File: src/rtl/pata_pio_pkg.sv
package pata_pio_pkg;

    typedef enum logic [2:0] {
        ST_IDLE,
        ST_SETUP,
        ST_ACTIVE,
        ST_WAIT,
        ST_RECOVER
    } pio_state_t;

endpackage

File: src/rtl/pata_pio_hold_sel.sv
module pata_pio_hold_sel #(
    parameter int MW = 3,
    parameter int HW = 2
) (
    input  logic [MW-1:0] mode,
    output logic [HW-1:0] hold
);
    // Slower modes need the bus held longer after the write strobe rises.
    always_comb begin
        if (mode == '0)
            hold = HW'(3);
        else if (mode < MW'(3))
            hold = HW'(2);
        else
            hold = HW'(1);
    end
endmodule

File: src/rtl/pata_pio_recovery.sv
module pata_pio_recovery #(
    parameter int TW = 8,
    parameter int HW = 2,
    localparam int CW = TW + 1
) (
    input  logic [CW-1:0] low_cycles,
    input  logic [TW-1:0] cyc_ticks,
    input  logic [TW-1:0] rec_min,
    input  logic [HW-1:0] hold,
    output logic [CW-1:0] rec_ticks
);
    logic [CW-1:0] cyc_w, remain, pick, held;

    always_comb begin
        cyc_w  = CW'(cyc_ticks);
        remain = (cyc_w > low_cycles) ? (cyc_w - low_cycles) : '0;
        pick   = (remain > CW'(rec_min)) ? remain : CW'(rec_min);
        held   = (pick > CW'(hold)) ? pick : CW'(hold);
        rec_ticks = (held == '0) ? CW'(1) : held;
    end
endmodule

File: src/rtl/pata_pio_engine.sv
module pata_pio_engine
    import pata_pio_pkg::*;
#(
    parameter int TW      = 8,
    parameter int DW      = 16,
    parameter int MW      = 3,
    parameter int TA_NS   = 35,
    parameter int TB_NS   = 1250,
    parameter int TICK_NS = 25
) (
    input  logic          clk,
    input  logic          rst_n,
    input  logic          req_valid,
    input  logic          req_write,
    input  logic [4:0]    req_regsel,
    input  logic          req_wide,
    input  logic [DW-1:0] req_wdata,
    input  logic [TW-1:0] cfg_setup,
    input  logic [TW-1:0] cfg_act8,
    input  logic [TW-1:0] cfg_cyc8,
    input  logic [TW-1:0] cfg_rec8,
    input  logic [TW-1:0] cfg_act16,
    input  logic [TW-1:0] cfg_cyc16,
    input  logic [TW-1:0] cfg_rec16,
    input  logic [MW-1:0] cfg_pio_mode,
    input  logic          cfg_iordy_en,
    output logic          busy,
    output logic          done,
    output logic [DW-1:0] rdata,
    output logic          ata_cs0n,
    output logic          ata_cs1n,
    output logic [2:0]    ata_addr,
    output logic          ata_diorn,
    output logic          ata_diown,
    output logic [DW-1:0] ata_dd_out,
    output logic          ata_dd_oe,
    input  logic [DW-1:0] ata_dd_in,
    input  logic          ata_iordy
);
    localparam int CW  = TW + 1;
    localparam int HW  = 2;
    localparam int CAP = (TB_NS + TA_NS) / TICK_NS;
    localparam logic [CW-1:0] CAP_V = CW'(CAP);

    pio_state_t    state, state_n;
    logic [CW-1:0] cnt, el, wcnt;
    logic [HW-1:0] hold_cnt;
    logic          lat_write, lat_wide;
    logic [4:0]    lat_sel;
    logic [DW-1:0] lat_wdata, rdata_q;

    logic [TW-1:0] act_sel, cyc_sel, rec_sel;
    logic [CW-1:0] act_eff, wait_lim, low_total, rec_ticks;
    logic [HW-1:0] hold_mode, hold_apply;
    logic          strobe_low;

    // Timing set chosen by access width
    always_comb begin
        act_sel    = lat_wide ? cfg_act16 : cfg_act8;
        cyc_sel    = lat_wide ? cfg_cyc16 : cfg_cyc8;
        rec_sel    = lat_wide ? cfg_rec16 : cfg_rec8;
        act_eff    = (act_sel == '0) ? CW'(1) : CW'(act_sel);
        wait_lim   = (act_eff >= CAP_V) ? '0 : (CAP_V - act_eff);
        low_total  = el + CW'(1);
        hold_apply = lat_write ? hold_mode : '0;
    end

    pata_pio_hold_sel #(.MW(MW), .HW(HW)) u_hold (
        .mode (cfg_pio_mode),
        .hold (hold_mode)
    );

    pata_pio_recovery #(.TW(TW), .HW(HW)) u_recov (
        .low_cycles (low_total),
        .cyc_ticks  (cyc_sel),
        .rec_min    (rec_sel),
        .hold       (hold_apply),
        .rec_ticks  (rec_ticks)
    );

    // Next-state logic
    always_comb begin
        state_n = state;
        unique case (state)
            ST_IDLE:    if (req_valid) state_n = ST_SETUP;
            ST_SETUP:   if (cnt <= CW'(1)) state_n = ST_ACTIVE;
            ST_ACTIVE:  if (cnt <= CW'(1))
                            state_n = (cfg_iordy_en && !ata_iordy && wait_lim != '0)
                                      ? ST_WAIT : ST_RECOVER;
            ST_WAIT:    if (ata_iordy || (wcnt + CW'(1)) >= wait_lim) state_n = ST_RECOVER;
            ST_RECOVER: if (cnt <= CW'(1)) state_n = ST_IDLE;
            default:    state_n = ST_IDLE;
        endcase
    end

    // State register
    always_ff @(posedge clk or negedge rst_n) begin
        if (!rst_n) state <= ST_IDLE;
        else        state <= state_n;
    end

    // Counters and latches
    always_ff @(posedge clk or negedge rst_n) begin
        if (!rst_n) begin
            cnt       <= '0;
            el        <= '0;
            wcnt      <= '0;
            hold_cnt  <= '0;
            lat_write <= 1'b0;
            lat_wide  <= 1'b0;
            lat_sel   <= 5'b00011;
            lat_wdata <= '0;
            rdata_q   <= '0;
        end else begin
            unique case (state)
                ST_IDLE: if (req_valid) begin
                    lat_write <= req_write;
                    lat_wide  <= req_wide;
                    lat_sel   <= req_regsel;
                    lat_wdata <= req_wdata;
                    cnt       <= CW'(cfg_setup);
                end
                ST_SETUP: begin
                    if (cnt <= CW'(1)) begin
                        cnt <= CW'(act_sel);
                        el  <= '0;
                    end else begin
                        cnt <= cnt - CW'(1);
                    end
                end
                ST_ACTIVE: begin
                    el   <= el + CW'(1);
                    wcnt <= '0;
                    if (cnt > CW'(1)) cnt <= cnt - CW'(1);
                end
                ST_WAIT: begin
                    el   <= el + CW'(1);
                    wcnt <= wcnt + CW'(1);
                end
                ST_RECOVER: begin
                    if (cnt != '0)      cnt      <= cnt - CW'(1);
                    if (hold_cnt != '0) hold_cnt <= hold_cnt - HW'(1);
                end
                default: ;
            endcase
            // Strobe release: load recovery, start hold, capture read data
            if (state_n == ST_RECOVER && state != ST_RECOVER) begin
                cnt      <= rec_ticks;
                hold_cnt <= hold_apply;
                if (!lat_write) rdata_q <= ata_dd_in;
            end
        end
    end

    // Outputs
    always_comb begin
        strobe_low = (state == ST_ACTIVE) || (state == ST_WAIT);
        busy       = (state != ST_IDLE);
        done       = (state == ST_RECOVER) && (cnt <= CW'(1));
        ata_cs0n   = busy ? lat_sel[0] : 1'b1;
        ata_cs1n   = busy ? lat_sel[1] : 1'b1;
        ata_addr   = busy ? lat_sel[4:2] : 3'd0;
        ata_diorn  = !(strobe_low && !lat_write);
        ata_diown  = !(strobe_low && lat_write);
        ata_dd_oe  = (strobe_low && lat_write) || (hold_cnt != '0);
        ata_dd_out = ata_dd_oe ? lat_wdata : '0;
        rdata      = rdata_q;
    end

    // Assertions
    assert_one_strobe_R4: assert property (@(posedge clk) disable iff (!rst_n)
        !(!ata_diorn && !ata_diown));

    assert_setup_first_R3: assert property (@(posedge clk) disable iff (!rst_n)
        ($fell(ata_diorn) || $fell(ata_diown)) |-> ($past(busy) && $past(ata_diorn) && $past(ata_diown)));

    assert_wait_capped_R6: assert property (@(posedge clk) disable iff (!rst_n)
        (state == ST_WAIT) |-> (el < CAP_V));

    assert_hold_after_write_R9: assert property (@(posedge clk) disable iff (!rst_n)
        $rose(ata_diown) |-> ata_dd_oe);

    assert_done_pulse_R10: assert property (@(posedge clk) disable iff (!rst_n)
        done |=> !done);

    assert_busy_kept_R10: assert property (@(posedge clk) disable iff (!rst_n)
        $past(busy && !done) |-> busy);

    assert_addr_stable_R2: assert property (@(posedge clk) disable iff (!rst_n)
        (busy && $past(busy)) |-> ($stable(ata_addr) && $stable(ata_cs0n) && $stable(ata_cs1n)));

endmodule

File: config.mk
export PLATFORM = sky130hd
export DESIGN_NAME = pata_pio_engine
export DESIGN_NICKNAME = d
export VERILOG_FILES = /design/src/rtl/pata_pio_pkg.sv /design/src/rtl/pata_pio_hold_sel.sv /design/src/rtl/pata_pio_recovery.sv /design/src/rtl/pata_pio_engine.sv
export SDC_FILE = /design/constraint.sdc
export NUM_CORES = 1
export LEC_CHECK = 0
export ABC_CLOCK_PERIOD_IN_PS = 6100
export BUFFER_PORTS_ARGS = -buffer_cell sky130_fd_sc_hd__buf_2
export CORE_MARGIN = 2
export CORE_UTILIZATION = 49
export CTS_CLUSTER_DIAMETER = 50
export DETAILED_ROUTE_END_ITERATION = 16
export PLACE_DENSITY = 0.78
export SLEW_MARGIN = 0
export SYNTH_ARGS = -nofsm -noshare
export SYNTH_HDL_FRONTEND = slang
export SYNTH_SLANG_ARGS = --single-unit
File: constraint.sdc
create_clock -name clk -period 6.1 [get_ports clk]
set_clock_uncertainty 0.05 [all_clocks]
set_input_delay 0.915 -clock clk [delete_from_list [all_inputs] [get_ports clk]]
set_output_delay 0.915 -clock clk [all_outputs]
set_load 0.02 [all_outputs]
==> summary.txt, run 1 <==
Run status
  • Status: completed

Synthesis
  • Post-synthesis sequential area ratio: 32.4%
  • Post-synthesis mux area share: 15.0%
  • Share of async-settable or async-resettable flops after synthesis: 100%
  • Netlist cell types: 73
  • Synth Area in XOR/XNOR: 5.58%
  • Mean post-synth cell area: 9.26 um2
  • Compound-cell area share of the yosys netlist: 16.4%
  • Ys flop type: dfrtp_1
  • Area share of fa/ha/maj cells after synthesis: 7.82%
  • Synthesis-stage register bit count: 71
  • Number of synthesized flops with an enable pin: 0
  • Synth Net Count: 728
  • Mapped Cells: 593
  • Synth Cell Area: 0.00549 mm2
  • Post-Synth Simple-Gate Area: 18.6%
  • Synth warn: 0
  • Largest family of logic cells by synthesized area: simple AND/OR/NAND/NOR gates

Setup path
  • R2R depth: 25
  • Largest fanout on the critical path: 8
  • CP Launch Type: register
  • Required @ worst endpoint: 6.24 ns
  • Crit. End Element: register
  • Worst flop-to-flop path endpoint: cnt[0]$_DFFE_PN0P_
  • Setup CP Type: reg -> reg
  • Setup crit start: el[0]$_DFFE_PN0P_
  • WP data arrival: 5.77 ns
  • Setup slack, reg-to-reg: 0.47 ns
  • Crit path capture: cnt[0]$_DFFE_PN0P_
  • Worst r2r src: el[0]$_DFFE_PN0P_

Route
  • DRT Pass-1 Iters: 5
  • Vias: 5015
  • DRC violations left: 0
  • Vias per inst: 5.72
  • DRT iter0 DRCs: 422
  • Average wire per standard cell: 16.3 um
  • Post-DRT Antenna Nets: 0
  • Final wirelength: 14.3 mm

Global routing
  • Global route overflow: 0
  • First-pass GRT wire length: 22.8 mm
  • Initial antenna violation count: 0
  • Largest net degree at the start of global routing: 72
  • Gr usage total: 23.9%
  • Vias in the first global route: 4807

Clocking
  • Worst-skew pair later-pin latency: 0.35 ns
  • H-Tree Depth: 3
  • Bufs on Longest Clock Path: 2
  • Clock buffer count from CTS: 9
  • Hold Buf Count CTS: 0
  • Register clock-pin slew on the reported worst setup and hold paths: 0.09 ns
  • Clk sink count: 71
  • CTS tree: built
  • Root buffer cell: clkbuf_8

Cells and area
  • Layout cells sized above 1: 33.6%
  • Finished layout cell area: 0.00653 mm2
  • Finished Core Util: 60.0%
  • Nets: 866
  • P&R area growth vs syn: 19.0%

STA
  • Setup TNS: 0 ns
  • Fin. Hold Viols: 0
  • RSZ-0062 raised after global routing: no
  • Relative max-transition margin: 18.0%
  • Fmax: 177 MHz
  • Tcrit/Tclk final: 92.4%
  • # setup viols final: 0
  • Slew of the pin with the lowest slew margin: 1.22 ns
  • Tmin final: 5.63 ns
  • Final Max Slew Viols: 0
  • Fin Hold WS: 0.456 ns

Die
  • Core Footprint: 0.0109 mm2
  • Die Area: 0.0121 mm2
  • Starting Density: 50.4%
  • FP Rows: 38
  • Die height: 110 um
  • IO Pins: 145
  • Die Wd: 110 um

Power
  • Max IR drop VDD: 0.324 mV
  • Pwr dens: 539 mW/mm2
  • Leakage: 3.14 nW

Place
  • IO buf count: 144
  • Post-DP HPWL: 11.1 mm
  • GP Congestion: 0.915
  • Dpl cell area: 0.00630 mm2

Hold path
  • Hold Crit Start: lat_wdata[11]$_DFFE_PN0P_
  • Worst hold-check path type: reg -> reg

Job
  • MaxCap Viol Count: 0
repair_timing:
action                                  4_1_cts  5_1_grt
endpoints found under the setup margin        0        2
resized for setup                             0        4
setup buffers                                 0        2
area by class of cell:
| class | instances | area, um2 |
|---|---|---|
| fillers | 944 | 4360 |
| multi-input cells | 472 | 3490 |
| flip-flops and latches | 71 | 1780 |
| repair buffers | 154 | 796 |
| well taps | 140 | 175 |
| clock buffers | 9 | 124 |
| inverters | 23 | 86.3 |
| clock inverters | 7 | 78.8 |
| diodes | 1 | 2.50 |
synthesized netlist by cell type, types with 4 or more instances:
master / instances / area, um2
inv_1: 23 / 86.3
buf_2: 5 / 25.0
nand2_1: 56 / 210
dfrtp_1: 69 / 1730
a221oi_1: 5 / 43.8
o21a_1: 5 / 37.5
ha_1: 31 / 388
a21oi_1: 29 / 145
mux2_2: 51 / 574
o22ai_1: 5 / 31.3
and2_1: 22 / 138
clkbuf_1: 13 / 48.8
a31oi_1: 5 / 31.3
or2_2: 4 / 25.0
and3_1: 5 / 31.3
a211oi_1: 7 / 52.6
xnor2_1: 14 / 123
xor2_1: 11 / 96.3
nand4_1: 6 / 37.5
buf_1: 4 / 15.0
o21ai_0: 31 / 155
nor3_1: 11 / 55.1
a21o_1: 6 / 45.0
buf_6: 4 / 45.0
nand3_1: 26 / 130
mux2i_1: 22 / 220
o211ai_1: 5 / 37.5
nand2b_1: 9 / 56.3
nor2_1: 35 / 131
nand3b_1: 6 / 45.0
o221ai_1: 5 / 43.8
nor2b_1: 8 / 50.1
layout by cell type (no fill, tap or decap), drive strengths merged, types with 3 or more instances in the layout:
cell	instances
nor4	3
o221ai	5
o21a	5
dfrtp	69
o211ai	5
or2	4
nand2b	9
nor3	12
and3	5
nand2	57
o31ai	3
buf	154
xor2	12
nor2b	8
o22ai	5
a21o	6
ha	31
nand3	26
nand4	6
a21oi	29
o21ai	31
a31oi	6
nand3b	6
mux2i	23
and2	22
clkbuf	9
a221o	3
nor2	37
xnor2	17
inv	25
a221oi	5
clkinv	4
a211oi	7
mux2	52
per-stage QoR:
step	instances	total power [mW]	worst slack [ns]
2_1_floorplan	593	2.50	0.331
3_3_place_gp	858	3.00	0.373
3_5_place_dp	858	3.07	0.0522
4_1_cts	874	3.48	0.301
5_1_grt	876	3.79	0.0162
6_report	877	3.52	0.465
worst max-delay path, stage by stage, from the launching register on:
cell	delay, ns
dfrtp_1	0.43
ha_1	0.29
nand3_1	0.15
xor2_2	0.32
ha_1	0.31
nor2b_1	0.15
a21o_1	0.21
a32oi_1	0.23
nand2_1	0.12
a21oi_1	0.18
xor2_1	0.08
nor3_1	0.27
ha_1	0.31
o21a_1	0.13
o22ai_1	0.14
a31oi_1	0.11
a31oi_4	0.32
mux2i_2	0.32
ha_1	0.28
a21oi_1	0.13
a21oi_1	0.07
nand2b_1	0.15
a211oi_1	0.21
nand4_1	0.19
o31ai_2	0.23
o22ai_1	0.10
report_power, final:
part | total (mW) | internal [mW] | switching [mW]
combinational | 2.30 | 0.997 | 1.30
clock | 0.391 | 0.193 | 0.198
sequential | 0.831 | 0.662 | 0.168
total | 3.52 | 1.85 | 1.67
kinds of logic (layout without fill, tap and decap cells):
| family | Yosys count | after routing |
|---|---|---|
| mux | 75 | 75 |
| flops | 71 | 71 |
| simple gates | 202 | 202 |
| xor+xnor | 29 | 29 |
| buf+inv | 50 | 193 |
| compound gates | 131 | 131 |
| other cells | 1 | 2 |
| fa+ha+maj | 34 | 34 |
sequential cells by signal, summed over array words and instances (netlist names):
| signal | count |
|---|---|
| el | 9 |
| wcnt | 9 |
| hold_cnt | 2 |
| lat_write | 1 |
| lat_wdata | 16 |
| lat_wide | 1 |
| lat_sel | 5 |
| cnt | 9 |
| state | 3 |
| rdata | 16 |
layer usage:
layer	track usage (%)	up-vias	wire, um
met1	30.4	2367	5950
met5	0	-	0
met3	6.22	18	1220
met2	40.9	212	6900
met4	5.15	0	224
li1	-	2418	-
how the worst min path moves through the flow:
stage                                     end  slack [ns]  cells after the start
finish              lat_wdata[11]$_DFFE_PN0P_        0.46                      1
floorplan                 wcnt[8]$_DFFE_PN0N_        0.41                      2
global placement          wcnt[8]$_DFFE_PN0N_        0.42                      2
CTS                 lat_wdata[11]$_DFFE_PN0P_        0.46                      1
detailed placement  lat_wdata[11]$_DFFE_PN0P_        0.44                      1
global route             rdata[5]$_DFFE_PN0P_        0.49                      1
No activity file was read; power rests on OpenSTA's default activity.
==> inputs of run 2 (changes only) <==
CORE_ASPECT_RATIO = 0.7   (was not set)
CORE_MARGIN = not set   (was 2)
==> summary.txt, run 2 (synthesized netlist as in run 1, its figures left out) <==
Clocking
  • CTS tree: built
  • Post-CTS setup buffer count: 0 (unchanged)
  • Register clock-pin slew on the reported worst setup and hold paths: 0.06 ns (-0.03 ns)
  • Hold Buf Count CTS: 0 (unchanged)
  • Clock buffer count from CTS: 9 (unchanged)
  • Bufs on Longest Clock Path: 2 (unchanged)
  • Worst-skew pair later-pin latency: 0.34 ns (about the same)
  • H-Tree Depth: 3 (unchanged)
  • Clk sink count: 71 (unchanged)
  • Post-CTS resize count: 0 (unchanged)
  • Root buffer cell: clkbuf_16

Power
  • Net Sw Power: 1.71 mW (+2.7%)
  • Clk network pwr share: 13.6% (+2.5 points)
  • Pwr dens: 551 mW/mm2 (+2.3%)
  • Sw Ratio: 47.0% (-0.36 points)
  • Int Pwr: 1.93 mW (+4.2%)
  • Total power draw: 3.64 mW (+3.5%)
  • Sequential share of power: 22.8% (-0.8 points)
  • Leakage: 3.17 nW (+0.92%)
  • Combinational Power Share: 63.6% (-1.7 points)
  • Max IR drop VDD: 0.250 mV (-23%)

Setup path
  • Largest fanout on the critical path: 21 (+13)
  • Setup slack, reg-to-reg: 0.47 ns (about the same)
  • Crit. End Element: register
  • Worst flop-to-flop path endpoint: cnt[0]$_DFFE_PN0P_
  • Crit path capture: cnt[0]$_DFFE_PN0P_
  • Setup crit start: lat_wide$_DFFE_PN0P_
  • Worst r2r src: lat_wide$_DFFE_PN0P_
  • WP data arrival: 5.76 ns (about the same)
  • Required @ worst endpoint: 6.23 ns (about the same)
  • R2R depth: 26 (+4.0%)
  • Setup CP Type: reg -> reg
  • CP Launch Type: register

Die
  • Die Area: 0.0116 mm2 (-3.6%)
  • Die height: 90.6 um (-18%)
  • Die Wd: 129 um (+17%)
  • Starting Density: 51.6% (+1.2 points)
  • FP Rows: 31 (-18%)
  • IO Pins: 145 (unchanged)
  • Core Footprint: 0.0106 mm2 (-2.4%)

Place
  • Dpl ws: 0.182 ns (+0.129 ns)
  • Dpl cells: 867 (+1.0%)
  • IO buf count: 144 (unchanged)
  • Post-DP HPWL: 11.7 mm (+5.6%)
  • GP Congestion: 0.928 (+1.4%)

Cells and area
  • Most frequent cells in the layout: buf_2, dfrtp_1, nand2_1, mux2_2, nor2_1
  • Antenna diode count: 0 (-1)
  • FILL cells: 985 (+4.3%)
  • Nets: 865 (-0.12%)
  • Post-Layout Cell Count: 883 (+0.68%)
  • Commonest non-fill, non-tap cell in the layout: buf_2
  • Layout cells sized above 1: 33.2% (-0.36 points)
  • P&R area growth vs syn: 20.4%

STA
  • Fin. Hold Viols: 0 (unchanged)
  • # setup viols final: 0 (unchanged)
  • Relative max-transition margin: 18.1% (+0.057 points)
  • Tcrit/Tclk final: 92.3% (-0.11 points)
  • Setup TNS: 0 ns (unchanged)
  • Slew of the pin with the lowest slew margin: 1.22 ns (-0.000845 ns)
  • Tmin final: 5.63 ns (-0.00688 ns)
  • Final Max Slew Viols: 0 (unchanged)
  • RSZ-0062 raised after global routing: no
  • Setup WS post-layout: 0.472 ns (+0.00688 ns)
  • Fmax: 178 MHz (+0.12%)

Route
  • Vias per inst: 5.72 (about the same)
  • Average wire per standard cell: 17.1 um (+5.2%)
  • Final wirelength: 15.1 mm (+5.9%)
  • DRT Pass-1 Iters: 5 (unchanged)
  • DRC violations left: 0 (unchanged)
  • Post-DRT Antenna Nets: 0 (unchanged)
  • Vias: 5051 (+0.72%)
  • DRT iter0 DRCs: 333 (-21%)

Global routing
  • Largest net degree at the start of global routing: 72 (unchanged)
  • Gr usage total: 26.7% (+2.8 points)
  • Vias in the first global route: 4900 (+1.9%)
  • Global route overflow: 0 (unchanged)
  • First-pass GRT wire length: 24.5 mm (+7.5%)
  • Initial antenna violation count: 0 (unchanged)

Hold path
  • Worst hold-check path type: reg -> reg

Run status
  • Status: completed

Job
  • MaxCap Viol Count: 0 (unchanged)
==> run 2: cell types whose count changed in the layout (fill, tap and decap cells not counted), moves of 2 or more <==
cell        delta
clkinvlp_4     +3
clkinv_4       -2
mux2i_2        -2
clkbuf_8       -8
mux2i_1        +2
clkbuf_16      +9
==> run 2: power by group through the flow <==
stage / combinational, mW / clock (mW) / sequential, mW
detailed placement: 2.28 / 0 / 0.830
floorplan: 1.70 / 0 / 0.805
finish: 2.32 / 0.493 / 0.831
global route: 2.55 / 0.522 / 0.854
global placement: 2.22 / 0 / 0.815
CTS: 2.29 / 0.501 / 0.827
==> run 2: metrics by stage <==
| stage | utilization, % | area (um2) | hold slack (ns) |
|---|---|---|---|
| global route | 62.2 | 6610 | 0.465 |
| detailed placement | 59.5 | 6320 | 0.436 |
| floorplan | - | 5490 | 0.410 |
| global placement | 59.5 | 6320 | 0.421 |
| finish | 62.2 | 6610 | 0.447 |
| CTS | 62.1 | 6610 | 0.450 |
==> run 2: critical path: stages, from the launching register on <==
cell and delay, ns:
dfrtp_1 0.46, buf_4 0.31, mux2i_1 0.35, inv_1 0.12, ha_1 0.31, nor2b_1 0.15, a21o_1 0.21, a32oi_1 0.26
nand2_1 0.13, a21oi_1 0.19, xor2_1 0.09, nor3_1 0.33, ha_1 0.31, nand4_1 0.10, o22ai_1 0.07, a31oi_1 0.31
a31oi_4 0.06, buf_4 0.22, nor2_1 0.15, nor2_1 0.07, ha_1 0.29, a21oi_1 0.08, nand2b_1 0.15, a211oi_1 0.21
nand4_1 0.19, o31ai_2 0.21, o22ai_1 0.09
==> run 2: worst min path at each step <==
stage	from	endpoint	slack (ns)	cells past startpoint
2_1_floorplan	wcnt[8]$_DFFE_PN0N_	wcnt[8]$_DFFE_PN0N_	0.41	2
3_3_place_gp	wcnt[8]$_DFFE_PN0N_	wcnt[8]$_DFFE_PN0N_	0.42	2
3_5_place_dp	wcnt[8]$_DFFE_PN0N_	wcnt[8]$_DFFE_PN0N_	0.44	2
4_1_cts	wcnt[8]$_DFFE_PN0N_	wcnt[8]$_DFFE_PN0N_	0.45	2
5_1_grt	lat_wdata[4]$_DFFE_PN0P_	lat_wdata[4]$_DFFE_PN0P_	0.46	1
6_report	wcnt[8]$_DFFE_PN0N_	wcnt[8]$_DFFE_PN0N_	0.45	2
==> run 2: routing by layer <==
layer	vias up	GRT usage [%]	wire, um	share of wire, %
li1	2418	-	-	-
met1	2442	38.5	7200	48
met2	176	40.9	6930	46
met3	15	5.15	854	5.6
met4	0	6.57	161	1.1
met5	-	0	0	0
==> run 2: cell type report <==
class                           instances  area, um2  area share (%)
Clock inverter                          6       45.0           0.682
Clock buffer                           10        239            3.62
Multi-Input combinational cell        472       3490            52.7
Timing Repair Buffer                  153        788            11.9
Inverter                               23       86.3            1.31
Tap cell                              148        185            2.80
Sequential cell                        71       1780            26.9
